## src/rtl/bl_pwm_pkg.sv

```systemverilog
package bl_pwm_pkg;
  // Byte offsets decoded by software drivers
  localparam int OFS_ENABLE = 'h00;
  localparam int OFS_COMMIT = 'h08;
  localparam int OFS_DIV    = 'h10;
  localparam int OFS_SHAPE  = 'h14;
  // Field positions inside the data word
  localparam int EN_BIT     = 0;
  localparam int CMT_BIT    = 0;
  localparam int DIV_LSB    = 16;
  localparam int PER_LSB    = 0;
  localparam int HIGH_LSB   = 16;
endpackage

```

## src/rtl/bl_pwm_regs.sv

```systemverilog
module bl_pwm_regs
  import bl_pwm_pkg::*;
#(
  parameter int ADDR_W = 8,
  parameter int DATA_W = 32,
  parameter int DIV_W  = 10,
  parameter int PER_W  = 12,
  parameter int HIGH_W = 13
) (
  input  logic              clk,
  input  logic              rst,
  input  logic              wr_en,
  input  logic [ADDR_W-1:0] addr,
  input  logic [DATA_W-1:0] wdata,
  output logic [DATA_W-1:0] rdata,
  output logic              en,
  output logic              commit_rise,
  output logic [DIV_W-1:0]  pend_div,
  output logic [PER_W-1:0]  pend_per,
  output logic [HIGH_W-1:0] pend_high
);
  localparam int TOP_USED = HIGH_LSB + HIGH_W;

  logic              en_q, cmt_q;
  logic [DIV_W-1:0]  div_q;
  logic [PER_W-1:0]  per_q;
  logic [HIGH_W-1:0] high_q;
  logic [DATA_W-1:0] rd_mux, rdata_q;
  logic sel_en, sel_cmt, sel_div, sel_shape;
  logic unused_wdata;

  assign sel_en    = (addr == ADDR_W'(OFS_ENABLE));
  assign sel_cmt   = (addr == ADDR_W'(OFS_COMMIT));
  assign sel_div   = (addr == ADDR_W'(OFS_DIV));
  assign sel_shape = (addr == ADDR_W'(OFS_SHAPE));
  assign unused_wdata = &{1'b0, wdata};

  assign commit_rise = wr_en && sel_cmt && wdata[CMT_BIT] && !cmt_q;

  always_comb begin
    rd_mux = '0;
    if (sel_en)  rd_mux[EN_BIT]  = en_q;
    if (sel_cmt) rd_mux[CMT_BIT] = cmt_q;
    if (sel_div) rd_mux[DIV_LSB +: DIV_W] = div_q;
    if (sel_shape) begin
      rd_mux[PER_LSB +: PER_W]   = per_q;
      rd_mux[HIGH_LSB +: HIGH_W] = high_q;
    end
  end

  always_ff @(posedge clk) begin
    if (rst) begin
      en_q    <= 1'b0;
      cmt_q   <= 1'b0;
      div_q   <= '0;
      per_q   <= '0;
      high_q  <= '0;
      rdata_q <= '0;
    end else begin
      rdata_q <= rd_mux;
      if (wr_en) begin
        if (sel_en)  en_q  <= wdata[EN_BIT];
        if (sel_cmt) cmt_q <= wdata[CMT_BIT];
        if (sel_div) div_q <= wdata[DIV_LSB +: DIV_W];
        if (sel_shape) begin
          per_q  <= wdata[PER_LSB +: PER_W];
          high_q <= wdata[HIGH_LSB +: HIGH_W];
        end
      end
    end
  end

  assign rdata     = rdata_q;
  assign en        = en_q;
  assign pend_div  = div_q;
  assign pend_per  = per_q;
  assign pend_high = high_q;

  // a rising commit cannot repeat on the following cycle
  a_r3_single_rise: assert property (@(posedge clk) disable iff (rst)
    commit_rise |=> !commit_rise);
  // bits above the widest field always read zero
  a_r2_top_zero: assert property (@(posedge clk) disable iff (rst)
    rdata[DATA_W-1:TOP_USED] == '0);
endmodule

```

## src/rtl/bl_pwm_shadow.sv

```systemverilog
module bl_pwm_shadow #(
  parameter int DIV_W  = 10,
  parameter int PER_W  = 12,
  parameter int HIGH_W = 13
) (
  input  logic              clk,
  input  logic              rst,
  input  logic              en,
  input  logic              commit_rise,
  input  logic              boundary,
  input  logic [DIV_W-1:0]  pend_div,
  input  logic [PER_W-1:0]  pend_per,
  input  logic [HIGH_W-1:0] pend_high,
  output logic [DIV_W-1:0]  act_div,
  output logic [PER_W-1:0]  act_per,
  output logic [HIGH_W-1:0] act_high
);
  logic [DIV_W-1:0]  stg_div, act_div_q;
  logic [PER_W-1:0]  stg_per, act_per_q;
  logic [HIGH_W-1:0] stg_high, act_high_q;
  logic              waiting_q;
  logic              take;

  // hand-over happens at the repetition edge, or any time while idle
  assign take = waiting_q && (boundary || !en);

  always_ff @(posedge clk) begin
    if (rst) begin
      stg_div    <= '0;
      stg_per    <= '0;
      stg_high   <= '0;
      act_div_q  <= '0;
      act_per_q  <= '0;
      act_high_q <= '0;
      waiting_q  <= 1'b0;
    end else begin
      if (take) begin
        act_div_q  <= stg_div;
        act_per_q  <= stg_per;
        act_high_q <= stg_high;
      end
      if (commit_rise) begin
        stg_div   <= pend_div;
        stg_per   <= pend_per;
        stg_high  <= pend_high;
        waiting_q <= 1'b1;
      end else if (take) begin
        waiting_q <= 1'b0;
      end
    end
  end

  assign act_div  = act_div_q;
  assign act_per  = act_per_q;
  assign act_high = act_high_q;

  // mid-repetition, the running values never move
  a_r7_hold_mid: assert property (@(posedge clk) disable iff (rst)
    (en && !boundary) |=> ($stable(act_div) && $stable(act_per) && $stable(act_high)));
  // a commit always leaves a snapshot waiting
  a_r3_arm: assert property (@(posedge clk) disable iff (rst)
    commit_rise |=> waiting_q);
  // while idle a waiting snapshot is consumed on the next edge
  a_r8_idle_take: assert property (@(posedge clk) disable iff (rst)
    (waiting_q && !en && !commit_rise) |=> !waiting_q);
endmodule

```

## src/rtl/bl_pwm_gen.sv

```systemverilog
module bl_pwm_gen #(
  parameter int DIV_W  = 10,
  parameter int PER_W  = 12,
  parameter int HIGH_W = 13
) (
  input  logic              clk,
  input  logic              rst,
  input  logic              en,
  input  logic [DIV_W-1:0]  act_div,
  input  logic [PER_W-1:0]  act_per,
  input  logic [HIGH_W-1:0] act_high,
  output logic              boundary,
  output logic              pwm_out
);
  logic [DIV_W-1:0] pre_q;
  logic [PER_W-1:0] cnt_q;
  logic             out_q;
  logic             tick;

  assign tick     = en && (pre_q == act_div);
  assign boundary = tick && (cnt_q == act_per);

  always_ff @(posedge clk) begin
    if (rst) begin
      pre_q <= '0;
      cnt_q <= '0;
      out_q <= 1'b0;
    end else begin
      out_q <= en && (HIGH_W'(cnt_q) <= act_high);
      if (!en) begin
        pre_q <= '0;
        cnt_q <= '0;
      end else if (tick) begin
        pre_q <= '0;
        cnt_q <= boundary ? '0 : cnt_q + 1'b1;
      end else begin
        pre_q <= pre_q + 1'b1;
      end
    end
  end

  assign pwm_out = out_q;

  // disabled generator gives a low line and parked counters
  a_r1_off_low: assert property (@(posedge clk) disable iff (rst)
    !en |=> !pwm_out);
  a_r1_parked: assert property (@(posedge clk) disable iff (rst)
    !en |=> (pre_q == '0 && cnt_q == '0));
  // counters stay inside the active limits
  a_r4_in_range: assert property (@(posedge clk) disable iff (rst)
    en |-> (cnt_q <= act_per && pre_q <= act_div));
  // high not below period keeps the line up
  a_r6_full_on: assert property (@(posedge clk) disable iff (rst)
    (en && act_high >= HIGH_W'(act_per)) |=> pwm_out);
  // enabling begins with a high output
  a_r9_start_high: assert property (@(posedge clk) disable iff (rst)
    $rose(en) |=> pwm_out);
endmodule

```

## src/rtl/bl_pwm.sv

```systemverilog
module bl_pwm #(
  parameter int ADDR_W = 8,
  parameter int DATA_W = 32,
  parameter int DIV_W  = 10,
  parameter int PER_W  = 12
) (
  input  logic              clk,
  input  logic              rst,
  input  logic              wr_en,
  input  logic [ADDR_W-1:0] addr,
  input  logic [DATA_W-1:0] wdata,
  output logic [DATA_W-1:0] rdata,
  output logic              pwm_out
);
  // one extra high bit so high can exceed period (full duty)
  localparam int HIGH_W = PER_W + 1;

  logic              en, commit_rise, boundary;
  logic [DIV_W-1:0]  pend_div, act_div;
  logic [PER_W-1:0]  pend_per, act_per;
  logic [HIGH_W-1:0] pend_high, act_high;

  bl_pwm_regs #(
    .ADDR_W(ADDR_W), .DATA_W(DATA_W),
    .DIV_W(DIV_W), .PER_W(PER_W), .HIGH_W(HIGH_W)
  ) u_regs (
    .clk(clk), .rst(rst), .wr_en(wr_en), .addr(addr), .wdata(wdata),
    .rdata(rdata), .en(en), .commit_rise(commit_rise),
    .pend_div(pend_div), .pend_per(pend_per), .pend_high(pend_high)
  );

  bl_pwm_shadow #(
    .DIV_W(DIV_W), .PER_W(PER_W), .HIGH_W(HIGH_W)
  ) u_shadow (
    .clk(clk), .rst(rst), .en(en), .commit_rise(commit_rise),
    .boundary(boundary),
    .pend_div(pend_div), .pend_per(pend_per), .pend_high(pend_high),
    .act_div(act_div), .act_per(act_per), .act_high(act_high)
  );

  bl_pwm_gen #(
    .DIV_W(DIV_W), .PER_W(PER_W), .HIGH_W(HIGH_W)
  ) u_gen (
    .clk(clk), .rst(rst), .en(en),
    .act_div(act_div), .act_per(act_per), .act_high(act_high),
    .boundary(boundary), .pwm_out(pwm_out)
  );
endmodule

```

## config.mk

```make
export PLATFORM = sky130hd
export DESIGN_NAME = bl_pwm
export DESIGN_NICKNAME = d
export VERILOG_FILES = /design/src/rtl/bl_pwm_pkg.sv /design/src/rtl/bl_pwm_regs.sv /design/src/rtl/bl_pwm_shadow.sv /design/src/rtl/bl_pwm_gen.sv /design/src/rtl/bl_pwm.sv
export SDC_FILE = /design/constraint.sdc
export NUM_CORES = 1
export LEC_CHECK = 0
export BUFFER_PORTS_ARGS = -buffer_cell sky130_fd_sc_hd__buf_2
export CORE_ASPECT_RATIO = 0.5
export CORE_MARGIN = 5
export CORE_UTILIZATION = 62
export CTS_CLUSTER_DIAMETER = 40
export DETAILED_ROUTE_END_ITERATION = 16
export PLACE_DENSITY = 0.84
export SETUP_SLACK_MARGIN = 0.15
export SLEW_MARGIN = 20
export SYNTH_ARGS = -nofsm -noshare
export SYNTH_HDL_FRONTEND = slang
export SYNTH_SLANG_ARGS = --single-unit
```

## constraint.sdc

```tcl
create_clock -name clk -period 5.11 [get_ports clk]
set_clock_uncertainty 0.05 [all_clocks]
set_input_delay 0.2555 -clock clk [delete_from_list [all_inputs] [get_ports clk]]
set_output_delay 0.2555 -clock clk [all_outputs]
set_load 0.01 [all_outputs]
```

==> metrics <==
Worst Path Arrival=2.60 ns; Synth top area share=50.7%; final hold vios=0; FP Rows=25; Post-synth EDFFs=0; CTS Buffer Depth=2; largest cells by area after synthesis=dfxtp_1 (51%), nand2_1 (8.2%), mux2i_1 (7.6%); Worst setup EP type=register; Synth Instances=683; Hold/Removal Path Class=primary input to register; outcome=complete, no violations; Rel. slew slack=35.8%; layout cells sized above 1=14.3%; Core ar.=9570 um^2; Req. time, crit path=5.33 ns; Largest delay share family, worst path=simple AND/OR/NAND/NOR gates; vias in the first global route=4925; Yosys reg bits=156; 1st-iter DRT viols=443; total power draw=0.00261 W; Final Setup Violations=0; CTS Hold Bufs=0; post-synth top area cell=dfxtp_1; clock latency reported for the late side of the worst-skew pair=0.43 ns; Hold WS=0.00700 ns; leak pwr=3.03 nW; syn_area_per_cell=9.02 um^2; Final ANT Viol Nets=0; fmax=0.421 GHz; minimum clock period=2.38 ns; wire per inst=16.7 um; Slew Viols, Final=0; MaxCap Viol Count=0; slowest CP cell=dfxtp_1; pin count of the biggest net entering global routing=97; n_diodes=0; post-cts sizing count=0; Setup Fix Bufs, Post-CTS=0; pwr dens=366 nW/um^2; crit start category=register; RSZ-0062 raised after global routing=false; chip width=151 um; CTS tree=yes; DR vias=4903; Post-synth ARST share=0%; Cell Area, Synth=6160 um^2; TritonCTS Sinks=156; Initial Util=64.3%; CP peak stage delay=0.52 ns; CTS buffer count=17; Synth cell types=40; vias per cell=5.57; final std cells w/o fill=881; CTS HTree Levels=4; GR Overflow Total=0; Area Overhead vs Synth=15.9%; DIE HEIGHT=80.5 um; DRT Pass-1 Iters=6; DIE AREA=12100 um^2; dpl cells=849; final worst-path cycle share=46.5%; antenna violations before repair=0; crit path kind=register to register; clock slew at reported path FFs=0.07 ns; Synthesis Warnings=0; WL final=14700 um; clock root cell=clkbuf_16; IO Count=76; CP Max Fanout=28; post-synthesis sequential area ratio=50.7%; port buffer count=61; Worst-Margin Slew=0.962 ns; post-DP HPWL=9520 um; buffers and inverters on the worst path=1; first-pass GRT wire length=24600 um; crit path cell chain=xnor2_1, nand4_1, nor3_1, a2bb2oi_4, buf_4, mux2i_1, nor2_1; overall routing resource usage=26.4%; # nets final=790; setup TNS after final layout=0 ns; Synth Flop Type=dfxtp_1; Max VDD drop=318 uV; Residual DRC=0; Final Wtd Congestion=0.927
[Yosys cell counts (2+ instances only)]
cell      instances
dfxtp_1         156
nand2_1         134
nor2_1           75
a21oi_1          66
mux2i_1          47
xnor2_1          28
clkbuf_1         20
inv_1            20
and2_1           18
ha_1             14
xor2_1           12
buf_2            11
nand4_1          11
a22o_1           10
nand3_1          10
buf_4             7
nor3_1            5
and3_1            4
buf_6             4
nand2b_1          4
o31ai_1           3
a21o_1            2
nor2b_1           2
nor3_4            2
nor4_1            2
o21ai_0           2
[report_power, final]
part | switching, W | internal, W
registers | 0.000000327 | 0.00122
logic | 0.0000274 | 0.0000130
clock network | 0.000551 | 0.000802
total | 0.000578 | 0.00203
[state kept, by name, indices dropped and copies added (netlist names), 12 cells and up]
signal,flops
u_gen.cnt_q,12
u_regs.pend_high,13
u_regs.pend_per,12
u_regs.rdata,25
u_shadow.act_high,13
u_shadow.act_per,12
u_shadow.stg_high,13
u_shadow.stg_per,12
[worst paths after layout]
check                                       endpoint                 from  slack, ns  cells after the start
worst max-delay path            u_shadow.act_high[1]       u_gen.cnt_q[2]       2.73                      7
worst min-delay path            u_regs.pend_high[12]            wdata[28]      0.007                      3
worst max register to register  u_shadow.act_high[1]       u_gen.cnt_q[2]       2.73                      7
worst min register to register   u_shadow.stg_per[3]  u_shadow.stg_per[3]       0.40                      2
[kinds of logic after synthesis]
logic type,count (synthesis),share of synthesized area [%]
AND/OR/NAND/NOR,275,19.9
flip-flops,156,50.7
AO/OA/AOI/OAI,88,8.21
buffers and inverters,62,4.92
multiplexers,47,7.64
XOR/XNOR,40,5.69
adder cells (fa/ha/maj),14,2.84
other,1,0.0609
[area by class of cell]
cell class	instances	area, um^2
flip-flops and latches	156	3120
multi-input cells	471	2780
fillers	655	2430
clock buffers	18	439
repair buffers	67	353
clock inverters	14	199
well taps	135	169
inverters	20	75.1
[metal layers]
layer / GRT usage (%) / vias up / routed length [um]
li1: - / 2336 / -
met1: 36.4 / 2353 / 6720
met2: 41.2 / 193 / 6590
met3: 6.65 / 21 / 1200
met4: 7.78 / 0 / 181
met5: 0 / - / 0
[metrics by stage]
step | instance area (um^2) | setup slack (ns) | utilization, %
final | 7140 | 2.73 | 74.6
after floorplan | 6180 | 3.06 | -
after detailed placement | 6500 | 2.64 | 67.9
after CTS | 7140 | 2.72 | 74.6
after global routing | 7140 | 2.50 | 74.6
after global placement | 6500 | 2.67 | 67.9
[layout by cell type, fill, tap and decap left out, types with 2 or more instances in the layout]
| master | count |
|---|---|
| and3_1 | 4 |
| conb_1 | 7 |
| buf_4 | 7 |
| a22o_1 | 10 |
| clkinv_4 | 3 |
| ha_1 | 14 |
| nor3_1 | 5 |
| xor2_1 | 12 |
| buf_2 | 60 |
| nor2b_1 | 2 |
| nor3_4 | 2 |
| inv_8 | 2 |
| a21oi_1 | 66 |
| nand2b_1 | 4 |
| nand2_1 | 134 |
| bufinv_16 | 3 |
| a21o_1 | 2 |
| nand4_1 | 11 |
| inv_1 | 20 |
| dfxtp_1 | 156 |
| o21ai_0 | 2 |
| and2_1 | 18 |
| nand3_1 | 10 |
| inv_6 | 5 |
| mux2i_1 | 47 |
| xnor2_1 | 28 |
| clkbuf_16 | 17 |
| o31ai_1 | 3 |
| nor2_1 | 75 |
[worst reg2reg max path, delay by kind of cell, from the launching register on]
family                 cells  cell delay, ns
flip-flops                 1            0.52
multiplexers               1            0.28
buffers and inverters      1            0.33
AND/OR/NAND/NOR            3            0.69
AO/OA/AOI/OAI              1            0.21
XOR/XNOR                   1            0.16
No activity file was read; power rests on OpenSTA's default activity.
